File: config.mk
export PLATFORM = sky130hd
export DESIGN_NAME = wiper_step_ctrl
export DESIGN_NICKNAME = d
export VERILOG_FILES = /design/src/rtl/wsc_pkg.sv /design/src/rtl/wsc_decode.sv /design/src/rtl/wsc_step_alu.sv /design/src/rtl/wsc_readback.sv /design/src/rtl/wiper_step_ctrl.sv
export SDC_FILE = /design/constraint.sdc
export NUM_CORES = 1
export LEC_CHECK = 0
export BUFFER_PORTS_ARGS = -buffer_cell sky130_fd_sc_hd__buf_2
export CAP_MARGIN = 10
export CORE_UTILIZATION = 62
export CTS_CLUSTER_DIAMETER = 80
export DETAILED_ROUTE_END_ITERATION = 7
export GPL_TIMING_DRIVEN = 0
export HOLD_SLACK_MARGIN = 0.06
export PLACE_DENSITY_LB_ADDON = 0.12
export SLEW_MARGIN = 20
export SYNTH_ARGS = -nofsm -noshare
export SYNTH_HDL_FRONTEND = slang
export SYNTH_HIERARCHICAL = 1
export SYNTH_SLANG_ARGS = --single-unit
File: constraint.sdc
create_clock -name clk -period 6 [get_ports clk]
set_clock_uncertainty 0.1 [all_clocks]
set_input_delay 0.9 -clock clk [delete_from_list [all_inputs] [get_ports clk]]
set_output_delay 0.9 -clock clk [all_outputs]
set_load 0.05 [all_outputs]
File: src/rtl/wsc_pkg.sv
package wsc_pkg;
  typedef enum logic [2:0] {
    OP_NOP   = 3'd0,
    OP_WRITE = 3'd1,
    OP_READ  = 3'd2,
    OP_INC   = 3'd3,
    OP_DEC   = 3'd4,
    OP_UP6   = 3'd5,
    OP_DN6   = 3'd6,
    OP_RSVD  = 3'd7
  } wsc_op_e;

  localparam int NUM_CH = 2;
  localparam logic [1:0] CH_IDX_A = 2'd1;
  localparam logic [1:0] CH_IDX_B = 2'd3;
endpackage

File: src/rtl/wsc_decode.sv
module wsc_decode
  import wsc_pkg::*;
(
  input  logic                cmd_valid,
  input  wsc_op_e             op,
  input  logic [1:0]          chan,
  input  logic                both,
  input  logic                sync_mode,
  output logic [NUM_CH-1:0]   upd_en,
  output logic                rd_en,
  output logic                rd_sel_b
);
  logic modify_op;
  logic sel_a;
  logic sel_b;
  logic gang;

  always_comb begin
    modify_op = (op == OP_WRITE) || (op == OP_INC) || (op == OP_DEC) ||
                (op == OP_UP6)   || (op == OP_DN6);
    gang      = both && sync_mode;
    sel_a     = (chan == CH_IDX_A);
    sel_b     = (chan == CH_IDX_B);
    upd_en[0] = cmd_valid && modify_op && (sel_a || gang);
    upd_en[1] = cmd_valid && modify_op && (sel_b || gang);
    rd_en     = cmd_valid && (op == OP_READ) && (sel_a || sel_b);
    rd_sel_b  = sel_b;
  end
endmodule

File: src/rtl/wsc_step_alu.sv
module wsc_step_alu
  import wsc_pkg::*;
#(
  parameter int CODE_W = 8
) (
  input  wsc_op_e           op,
  input  logic [CODE_W-1:0] cur,
  input  logic [CODE_W-1:0] wr_data,
  output logic [CODE_W-1:0] nxt
);
  localparam logic [CODE_W-1:0] FULL = {CODE_W{1'b1}};
  localparam logic [CODE_W-1:0] ZERO = '0;
  localparam logic [CODE_W-1:0] ONE  = {{(CODE_W-1){1'b0}}, 1'b1};

  always_comb begin
    unique case (op)
      OP_WRITE: nxt = wr_data;
      OP_INC:   nxt = (cur == FULL) ? FULL : cur + ONE;
      OP_DEC:   nxt = (cur == ZERO) ? ZERO : cur - ONE;
      OP_UP6: begin
        if (cur == ZERO)          nxt = ONE;
        else if (cur[CODE_W-1])   nxt = FULL;
        else                      nxt = {cur[CODE_W-2:0], 1'b0};
      end
      OP_DN6:   nxt = {1'b0, cur[CODE_W-1:1]};
      default:  nxt = cur;
    endcase
  end
endmodule

File: src/rtl/wsc_readback.sv
module wsc_readback #(
  parameter int CODE_W = 8
) (
  input  logic              clk,
  input  logic              rst_n,
  input  logic              rd_en,
  input  logic              rd_sel_b,
  input  logic [CODE_W-1:0] code_a,
  input  logic [CODE_W-1:0] code_b,
  output logic              rd_valid,
  output logic [CODE_W-1:0] rd_data
);
  logic              valid_d;
  logic [CODE_W-1:0] data_d;

  always_comb begin
    valid_d = rd_en;
    data_d  = '0;
    if (rd_en) data_d = rd_sel_b ? code_b : code_a;
  end

  always_ff @(posedge clk or negedge rst_n) begin
    if (!rst_n) begin
      rd_valid <= 1'b0;
      rd_data  <= '0;
    end else begin
      rd_valid <= valid_d;
      rd_data  <= data_d;
    end
  end
endmodule

File: src/rtl/wiper_step_ctrl.sv
module wiper_step_ctrl
  import wsc_pkg::*;
#(
  parameter int CODE_W = 8
) (
  input  logic              clk,
  input  logic              rst_n,
  input  logic              cmd_valid,
  input  logic [2:0]        cmd_op,
  input  logic [1:0]        cmd_chan,
  input  logic              cmd_both,
  input  logic              sync_mode,
  input  logic [CODE_W-1:0] cmd_data,
  output logic [CODE_W-1:0] wiper_a,
  output logic [CODE_W-1:0] wiper_b,
  output logic              rd_valid,
  output logic [CODE_W-1:0] rd_data
);
  localparam logic [CODE_W-1:0] MIDSCALE = {1'b1, {(CODE_W-1){1'b0}}};

  wsc_op_e            op;
  logic [NUM_CH-1:0]  upd_en;
  logic               rd_en;
  logic               rd_sel_b;
  logic [CODE_W-1:0]  code_q [NUM_CH];
  logic [CODE_W-1:0]  code_d [NUM_CH];
  logic [CODE_W-1:0]  step_v [NUM_CH];

  assign op = wsc_op_e'(cmd_op);

  wsc_decode u_dec (
    .cmd_valid (cmd_valid),
    .op        (op),
    .chan      (cmd_chan),
    .both      (cmd_both),
    .sync_mode (sync_mode),
    .upd_en    (upd_en),
    .rd_en     (rd_en),
    .rd_sel_b  (rd_sel_b)
  );

  for (genvar ch = 0; ch < NUM_CH; ch++) begin : g_ch
    wsc_step_alu #(.CODE_W(CODE_W)) u_alu (
      .op      (op),
      .cur     (code_q[ch]),
      .wr_data (cmd_data),
      .nxt     (step_v[ch])
    );

    always_comb begin
      code_d[ch] = code_q[ch];
      if (upd_en[ch]) code_d[ch] = step_v[ch];
    end

    always_ff @(posedge clk or negedge rst_n) begin
      if (!rst_n) code_q[ch] <= MIDSCALE;
      else        code_q[ch] <= code_d[ch];
    end
  end

  assign wiper_a = code_q[0];
  assign wiper_b = code_q[1];

  wsc_readback #(.CODE_W(CODE_W)) u_rb (
    .clk      (clk),
    .rst_n    (rst_n),
    .rd_en    (rd_en),
    .rd_sel_b (rd_sel_b),
    .code_a   (code_q[0]),
    .code_b   (code_q[1]),
    .rd_valid (rd_valid),
    .rd_data  (rd_data)
  );
endmodule

==> flow_summary_export.csv, run 1 <==
group,metric,value,unit
yosys,yosys.area.top_type,"dfrtp_1",
timing,holdWs,491,ps
placed_design,hpwl,6020,um
pwr,ir_worst_vdd,279,uV
worst_setup_path,cp-end-kind,"register",
yosys,synth_area,2630,um^2
yosys,synth_warnings,6,
final_layout,stdcell_area,2950,um^2
worst_setup_path,start_kind,"register",
final_layout,antenna_cells,0,
clocking,clockBufferDepth,2,
worst_setup_path,reg2regPathDepth,9,
yosys,synth_edf_count,0,
timing,finalSetupViolCount,0,
clocking,htree_levels,1,
final_layout,layout_common_cells,"buf_2 (45), nor2_1 (26), o21ai_0 (24), dfrtp_1 (23), nand3_1 (21)",
worst_setup_path,worstPathMaxFanout,8,
timing,worst_slack,3070,ps
yosys,async_reset_ff_share,100,%
die,dieArea,4510,um^2
job,drv_cap,0,
timing,fin_crit,2930,ps
final_layout,final_common_cell,"buf_2",
pwr,p_sw_share,56.6,%
grt,gr-total-overflow,0,
hold_path,hold_class,"register to register",
placed_design,port_buffers,42,
worst_setup_path,cp_data_required_time,6060,ps
clocking,cts-resized-gates,0,
clocking,numCtsBuffers,3,
clocking,post_cts_buffers,0,
timing,slew_headroom,38.8,%
route,drt_iter0_markers,337,
die,rows,23,
die,num_io_pins,43,
clocking,cts_tree,"yes",
yosys,synth-seq-area-share,23.9,%
clocking,cts.clk_slew.worst_paths,80,ps
placed_design,dpl_cell_area,2900,um^2
grt,grt_max_degree,26,
worst_setup_path,crit_slowest_cell,"or4b_1",
grt,grt_pass1_wl,12800,um
worst_setup_path,reg2reg_to,"wiper_b[2]",
pwr,clockPowerShare,7.3,%
yosys,avgSynthCellArea,7.99,um^2
placed_design,dp.cells,421,
final_layout,final_util,73.3,%
pwr,p_seq_share,25.7,%
pwr,power_density,452,nW/um^2
worst_setup_path,cp_slowest_stage_delay,470,ps
worst_setup_path,criticalPathCategory,"register to register",
grt,antenna_found_initial,0,
pwr,p_leak,1.20,nW
timing,worst_pin_slew,910,ps
hold_path,min_to,"wiper_b[4]",
final_layout,drive_gt1_share,21.1,%
pwr,pwr-share-comb,67.0,%
route,ant_nets,0,
yosys,synthFlopType,"dfrtp_1",
pwr,internal-power,579,uW
route,vias,2888,
yosys,netlist.area_leader.share,21.9,%
route,viasPerCell,6.80,
die,start_util,65.3,%
yosys,syn-num-nets,353,
clocking,cts.sinks,25,
final_layout,fin_nets,400,
worst_setup_path,path_cells,"clkbuf_1, inv_1, ha_1, or4b_1, or4_1, buf_2, a22oi_1, a31oi_1, mux2_4",
clocking,holdBufCountCts,0,
route,dr.pass1.iters,5,
final_layout,synthToLayoutAreaGrowth,12.2,%
die,die_h,67.1,um
yosys,synthTopCellsByArea,"dfrtp_1 (22%), mux2_4 (9.1%), o21ai_0 (4.6%), nand3_1 (4.0%), nor2_1 (3.7%)",
grt,grt_pass1_vias,2539,
route,drcViolationCount,0,
hold_path,worstHoldStart,"wiper_b[4]",
timing,hold_violations,0,
final_layout,stdcell_count,425,
yosys,ys_types,52,
clocking,clock_latency,270,ps
worst_setup_path,r2r_slack,3070,ps
hold_path,whs_path_depth,1,
worst_setup_path,crit_arrival,2990,ps
route,wl_per_cell,18.9,um
die,coreArea,4030,um^2
timing,slew_violations,0,
timing,max_freq,341,MHz
timing,min_period_over_period,48.9,%
yosys,syn_inst,329,
placed_design,gp_congestion,0.974,
placed_design,pre_cts_ws,2900,ps
die,fp.dieW,67.1,um
timing,final.setup.tns,0,ps
timing,rsz0062_at_grt,"false",
worst_setup_path,reg2reg_from,"wiper_b[0]",
run_status,status,"complete, no violations",
pwr,power,1.33,mW
grt,grt_usage,38.1,%
clocking,clockRootBuffer,"clkbuf_8",
route,wl,8020,um
pwr,p_switching,756,uW
yosys,ys_seq_elements,25,
kinds of logic after synthesis:
kind of cell	Yosys count	synth area share (%)
muxes	24	12.2
DFF	25	23.9
xor gates and xnor gates	10	3.33
and+or+nand+nor	116	22.2
AOI/OAI and AO/OA	105	27.8
adders and majority gates	6	2.85
buffers and inverters	43	7.75
power groups by stage:
stage | Clock [mW] | Combinational (mW) | Sequential, mW
4_1_cts | 0.0991 | 0.874 | 0.334
6_report | 0.0974 | 0.894 | 0.343
2_1_floorplan | 0 | 0.500 | 0.480
5_1_grt | 0.106 | 0.956 | 0.350
3_5_place_dp | 0 | 0.871 | 0.338
3_3_place_gp | 0 | 0.853 | 0.335
worst max-delay path: cells and delay by family (launching register included):
family                     cells  cell delay, ps
AOI/OAI and AO/OA              2             360
adders and majority gates      1             190
buffers and inverters          3             590
DFF                            1             440
muxes                          1             280
and+or+nand+nor                2             870
worst max-delay path by stage:
| stage | start | endpoint | slack [ps] | depth (start not counted) |
|---|---|---|---|---|
| floorplan | wiper_b[0] | wiper_b[0] | 3170 | 10 |
| global placement | cmd_op[1] | wiper_a[5] | 2900 | 6 |
| global route | wiper_b[0] | wiper_b[2] | 2990 | 9 |
| CTS | wiper_b[0] | wiper_b[2] | 3120 | 9 |
| finish | wiper_b[0] | wiper_b[2] | 3070 | 9 |
| detailed placement | cmd_op[1] | wiper_a[5] | 2900 | 6 |
flip-flops by register name (all words and copies together) (netlist names):
signal	flops
wiper_b	8
u_rb/rd_valid	1
wiper_a	8
u_rb/rd_data	8
Yosys cell counts (all sizes together), types with 3 or more instances:
cell type  instances
o22ai              6
nand2             20
a211oi             4
o2111ai            4
clkbuf            16
nor2              26
nand4              4
a22oi              4
a31oi              8
nor2b             10
ha                 6
o21ai             25
mux2i              8
nand2b             3
buf               12
xnor2              6
dfrtp             23
or4                4
nor3              19
a21oi             18
xor2               4
inv               13
a41oi              4
a21o               4
mux2              16
nand3             21
per-layer routing:
metal,track usage (%),share of wire [%],vias to the layer above
met5,0,0,-
met4,14.4,1.7,0
met3,7.26,11,17
met2,57.4,45,215
met1,53.6,42,1321
li1,-,-,1335
layout make-up:
type	instances	area [um^2]
Fill cell	317	1080
Timing Repair Buffer	42	210
Tap cell	50	62.6
Clock inverter	1	7.51
Sequential cell	25	628
Buffer	28	148
Inverter	15	56.3
Clock buffer	3	41.3
Multi-Input combinational cell	261	1800
Note: power is estimated with default switching activity, not from simulation.
==> run 2: changes to the inputs <==
--- a/config.mk
+++ b/config.mk
@@ -7,7 +7,7 @@
 export LEC_CHECK = 0
 export BUFFER_PORTS_ARGS = -buffer_cell sky130_fd_sc_hd__buf_2
 export CAP_MARGIN = 10
-export CORE_UTILIZATION = 62
+export CORE_UTILIZATION = 58
 export CTS_CLUSTER_DIAMETER = 80
 export DETAILED_ROUTE_END_ITERATION = 7
 export GPL_TIMING_DRIVEN = 0
==> constraint.sdc (replaced) <==
create_clock -name clk -period 2.75 [get_ports clk]
set_clock_uncertainty 0.1 [all_clocks]
set_input_delay 0.4125 -clock clk [delete_from_list [all_inputs] [get_ports clk]]
set_output_delay 0.4125 -clock clk [all_outputs]
set_load 0.05 [all_outputs]
==> run 2 against run 1 <==
Cell count increased by 1.9%. Routed wire length down 2.5%. Global-route usage shrank 5.6 points. Die area grew 6.7%. Non-clock buffer count rose by 6. Largest power group unchanged. Highest routed layer unchanged.
==> flow_summary_export.csv, run 2 (synthesis results as in run 1) <==
group,metric,value,unit
pwr,clockPowerShare,7.1,%
final_layout,stdcell_count,433,
timing,finalSetupViolCount,0,
route,wl_per_cell,18.1,um
final_layout,layout_common_cells,"buf_2 (45), nor2_1 (26), o21ai_0 (24), nand3_1 (21), nand2_1 (20)",
clocking,clockRootBuffer,"clkbuf_8",
hold_path,whs_path_depth,2,
clocking,clock_latency,260,ps
grt,grt_max_degree,26,
timing,holdWs,399,ps
timing,hold_violations,0,
job,drv_cap,0,
grt,antenna_found_initial,0,
die,start_util,60.4,%
pwr,p_sw_share,55.3,%
placed_design,dp.cells,423,
route,wl,7820,um
clocking,htree_levels,1,
die,coreArea,4350,um^2
final_layout,final_common_cell,"buf_2",
worst_setup_path,reg2regPathDepth,8,
run_status,status,"complete, no violations",
route,ant_nets,0,
worst_setup_path,crit_slowest_cell,"dfrtp_2",
worst_setup_path,cp-end-kind,"register",
clocking,cts.sinks,25,
timing,worst_pin_slew,952,ps
pwr,ir_worst_vdd,527,uV
final_layout,drive_gt1_share,24.7,%
clocking,cts.clk_slew.worst_paths,80,ps
worst_setup_path,r2r_slack,60,ps
timing,slew_violations,0,
worst_setup_path,cp_num_buf_inv,2,
worst_setup_path,path_cells,"inv_1, ha_1, or4b_4, or4_1, buf_2, a22oi_2, a31oi_1, mux2_4",
clocking,cts_tree,"yes",
hold_path,hold_class,"input port to register",
pwr,p_seq_share,25.0,%
die,num_io_pins,43,
worst_setup_path,worstPathMaxFanout,8,
placed_design,gp_congestion,0.967,
pwr,internal-power,1.33,mW
timing,min_period_over_period,97.7,%
worst_setup_path,reg2reg_to,"wiper_a[2]",
timing,slew_headroom,36.0,%
hold_path,worstHoldStart,"cmd_op[2]",
grt,grt_pass1_wl,12800,um
placed_design,hpwl,5590,um
die,dieArea,4810,um^2
worst_setup_path,reg2reg_from,"wiper_a[0]",
worst_setup_path,cp_slowest_stage_delay,490,ps
worst_setup_path,path_delay_family,"simple AND/OR/NAND/NOR gates",
grt,grt_usage,32.5,%
clocking,numCtsBuffers,3,
final_layout,fin_nets,406,
route,vias,2887,
grt,gr-total-overflow,0,
pwr,p_leak,1.23,nW
route,viasPerCell,6.67,
pwr,pwr-share-comb,68.0,%
hold_path,min_to,"u_rb/rd_valid",
route,drcViolationCount,0,
worst_setup_path,crit_arrival,2740,ps
worst_setup_path,criticalPathCategory,"register to register",
worst_setup_path,cp_data_required_time,2800,ps
die,die_h,69.3,um
final_layout,synthToLayoutAreaGrowth,15.0,%
final_layout,antenna_cells,0,
route,drt_iter0_markers,240,
timing,max_freq,372,MHz
pwr,p_switching,1.64,mW
die,fp.dieW,69.3,um
timing,fin_crit,2690,ps
grt,grt_pass1_vias,2499,
pwr,power,2.97,mW
placed_design,port_buffers,42,
pwr,power_density,982,nW/um^2
route,dr.pass1.iters,5,
die,rows,24,
worst_setup_path,start_kind,"register",
clocking,clockBufferDepth,2,
run 2: cell type report:
cell class | count | area (um^2)
clock inverters | 1 | 7.51
well taps | 52 | 65.1
clock buffers | 3 | 41.3
multi-input cells | 261 | 1810
inverters | 15 | 56.3
fillers | 371 | 1330
flip-flops and latches | 25 | 633
plain buffers | 27 | 146
repair buffers | 49 | 265
run 2: worst reg2reg max path: cells and delay by family (launching register included):
family	cells	cell delay, ps
adders and majority gates	1	190
buffers and inverters	2	330
muxes	1	300
DFF	1	490
and+or+nand+nor	2	870
AOI/OAI and AO/OA	2	310
run 2: how the worst max path moves through the flow:
stage	start	end	slack [ps]	cells after the start
6_report	wiper_a[0]	wiper_a[2]	60	8
3_3_place_gp	wiper_b[0]	wiper_b[0]	-80	10
3_5_place_dp	wiper_b[0]	wiper_b[0]	-60	10
4_1_cts	wiper_a[1]	wiper_a[2]	20	8
5_1_grt	wiper_a[0]	wiper_a[0]	-7	9
2_1_floorplan	wiper_b[1]	wiper_b[0]	2	9
run 2: power groups by stage:
stage	logic (mW)	registers, mW	clock network, mW
after global placement	1.84	0.738	0
after CTS	1.91	0.733	0.214
after global routing	2.15	0.753	0.226
after floorplan	1.09	1.05	0
final	2.02	0.741	0.209
after detailed placement	1.87	0.744	0
run 2: through the flow:
stage	setup TNS, ps	setup WS, ps	utilization [%]	area [um^2]
global placement	-150	-76.7	66.8	2910
finish	0	63.6	69.5	3020
floorplan	0	2.44	-	2630
detailed placement	-105	-55.4	66.8	2910
CTS	0	19.6	68.4	2980
global route	-7.27	-7.27	69.5	3020
run 2: repair_timing:
action,in CTS,in global routing
hold buffers,1,0
hold endpoints to repair,23,0
setup buffers,1,5
pin swaps,0,0
resized for setup,3,8
setup endpoints to repair,2,7
run 2: routing by layer:
metal | track usage, % | vias up | wire, um
li1 | - | 1346 | -
met1 | 48.4 | 1314 | 3350
met2 | 50.8 | 209 | 3460
met3 | 2.47 | 18 | 856
met4 | 8.62 | 0 | 146
met5 | 0 | - | 0
==> run 3: changes to the inputs <==
--- a/config.mk
+++ b/config.mk
@@ -7,7 +7,7 @@
 export LEC_CHECK = 0
 export BUFFER_PORTS_ARGS = -buffer_cell sky130_fd_sc_hd__buf_2
 export CAP_MARGIN = 10
-export CORE_UTILIZATION = 58
+export CORE_UTILIZATION = 52
 export CTS_CLUSTER_DIAMETER = 80
 export DETAILED_ROUTE_END_ITERATION = 7
 export GPL_TIMING_DRIVEN = 0
==> constraint.sdc (replaced) <==
create_clock -name clk -period 2.2 [get_ports clk]
set_clock_uncertainty 0.1 [all_clocks]
set_input_delay 0.33 -clock clk [delete_from_list [all_inputs] [get_ports clk]]
set_output_delay 0.33 -clock clk [all_outputs]
set_load 0.05 [all_outputs]
==> run 3 against run 2 <==
The run now ends with negative setup slack left. Clock-buffer cell count increased by 1. Cell count increased by 4.6%. Clock power increased by 22%. Critical path depth increased by 1. Setup slack got worse by 400 ps. Sequential share of layout area decreased by 1.3 points. Worst hold slack got worse by 65 ps. Register-to-register slack got worse by 400 ps. Die area increased by 11%. Combinational power increased by 45%. Largest power group unchanged.
==> flow_summary_export.csv, run 3 (synthesis results as in run 1) <==
group,metric,value,unit
clocking,cts.clk_slew.worst_paths,80,ps
final_layout,layout_common_cells,"buf_2 (45), nor2_1 (26), o21ai_0 (21), nand3_1 (20), nand2_1 (20)",
timing,worst_slack,-338,ps
clocking,cts_tree,"yes",
route,drcViolationCount,0,
timing,slew_headroom,37.5,%
grt,grt_usage,31.6,%
grt,grt_max_degree,26,
final_layout,fin_nets,411,
worst_setup_path,start_kind,"register",
pwr,internal-power,1.86,mW
timing,hold_violations,0,
route,wl_per_cell,18.5,um
pwr,p_sw_share,54.2,%
clocking,clockRootBuffer,"clkbuf_8",
worst_setup_path,crit_arrival,2590,ps
die,dieArea,5350,um^2
pwr,ir_worst_vdd,721,uV
die,num_io_pins,43,
die,fp.dieW,73.1,um
pwr,p_leak,1.30,nW
pwr,p_switching,2.20,mW
final_layout,synthToLayoutAreaGrowth,24.5,%
hold_path,hold_class,"input port to register",
grt,gr-total-overflow,0,
route,wl,8370,um
timing,worst_pin_slew,930,ps
route,dr.pass1.iters,5,
final_layout,stdcell_count,453,
timing,slew_violations,0,
worst_setup_path,cp_data_required_time,2250,ps
die,start_util,55.0,%
final_layout,final_util,68.4,%
job,drv_cap,0,
die,die_h,73.1,um
clocking,cts.sinks,25,
placed_design,dp.cells,438,
clocking,htree_levels,1,
grt,antenna_found_initial,0,
placed_design,hpwl,5830,um
timing,max_freq,394,MHz
die,coreArea,4790,um^2
pwr,p_seq_share,21.8,%
worst_setup_path,cp-end-kind,"register",
die,rows,25,
clocking,clockBufferDepth,2,
route,vias,2914,
timing,finalSetupViolCount,12,
grt,grt_pass1_vias,2568,
route,ant_nets,0,
final_layout,fillers,424,
clocking,numCtsBuffers,3,
route,viasPerCell,6.43,
placed_design,port_buffers,42,
grt,grt_pass1_wl,13000,um
placed_design,gp_congestion,0.945,
final_layout,antenna_cells,0,
pwr,pwr-share-comb,71.9,%
final_layout,multi_input_area,1960,um^2
final_layout,regArea,642,um^2
final_layout,final_common_cell,"buf_2",
run_status,failed_checks,"negative setup slack",
route,drt_iter0_markers,195,
pwr,clockPowerShare,6.3,%
timing,min_period_over_period,115,%
timing,rsz0062_at_grt,"true",
worst_setup_path,worstPathMaxFanout,7,
timing,fin_crit,2540,ps
clocking,clock_latency,260,ps
timing,holdWs,334,ps
worst_setup_path,criticalPathCategory,"register to register",
pwr,power_density,1240,nW/um^2
final_layout,drive_gt1_share,36.3,%
run_status,status,"finished with violations",
[run 3: changes by cell type in the layout (fill, tap and decap cells not counted), moves of 4 or more]
cell,delta
buf_1,-4
or4_1,-4
dfrtp_2,+4
dfrtp_1,-5
clkbuf_2,+8
clkbuf_1,-5
buf_4,+5
ha_4,+4
or4_4,+4
ha_1,-5
[run 3: power groups by stage]
stage | registers, mW | clock network (mW) | logic, mW
after floorplan | 1.34 | 0 | 1.41
after global placement | 0.944 | 0 | 2.39
after detailed placement | 0.952 | 0 | 2.41
after CTS | 0.868 | 0.264 | 2.75
after global routing | 0.905 | 0.279 | 3.10
final | 0.886 | 0.256 | 2.92
[run 3: repair_timing]
action,4_1_cts,5_1_grt
resized for setup,25,29
setup buffers,15,3
endpoints found under the hold margin,23,0
hold buffers,1,0
endpoints found under the setup margin,16,16
pin swaps,11,9
[run 3: path summary, 6_finish.rpt]
check	end	start	cells after the start	slack, ps
max	wiper_b[0]	wiper_b[0]	9	-340
min	u_rb/rd_valid	cmd_chan[0]	3	330
max reg2reg	wiper_b[0]	wiper_b[0]	9	-340
min reg2reg	wiper_b[4]	wiper_b[4]	1	460
max in group asynchronous	wiper_a[0]	rst_n	2	1130
min in group asynchronous	wiper_a[0]	rst_n	2	480
[run 3: layout make-up]
class                      instances  share of cell area, %
buffer                            26                   5.00
clock buffer                       4                   1.38
inverter                          15                   2.02
multi-input combinational        261                   60.0
sequential                        25                   19.6
tap                               67                   2.56
timing repair buffer              55                   9.47
[run 3: per-layer routing]
layer  GRT usage, %  share of wire (%)  vias up
met5              0                  0        -
met4           11.5                3.6        0
met3           4.42                 11       34
met2           46.6                 42      198
met1           46.3                 43     1332
li1               -                  -     1350
[run 3: worst max-delay path: stages, from the launching register on]
cell	delay, ps
dfrtp_2	430
buf_8	130
inv_6	50
ha_4	130
or4b_4	460
or4_4	500
a211oi_2	210
a21o_1	110
nand2_1	60
mux2_4	250
[run 3: stage by stage]
stage                     cell area, um^2  setup TNS, ps  worst slack [ps]  total power [mW]
final                                3280          -3160              -338              4.06
after global routing                 3280          -3850              -386              4.29
after CTS                            3190          -3390              -362              3.88
after detailed placement             2980          -5770              -498              3.36
after global placement               2980          -5650              -485              3.33
after floorplan                      2680          -4040              -459              2.75
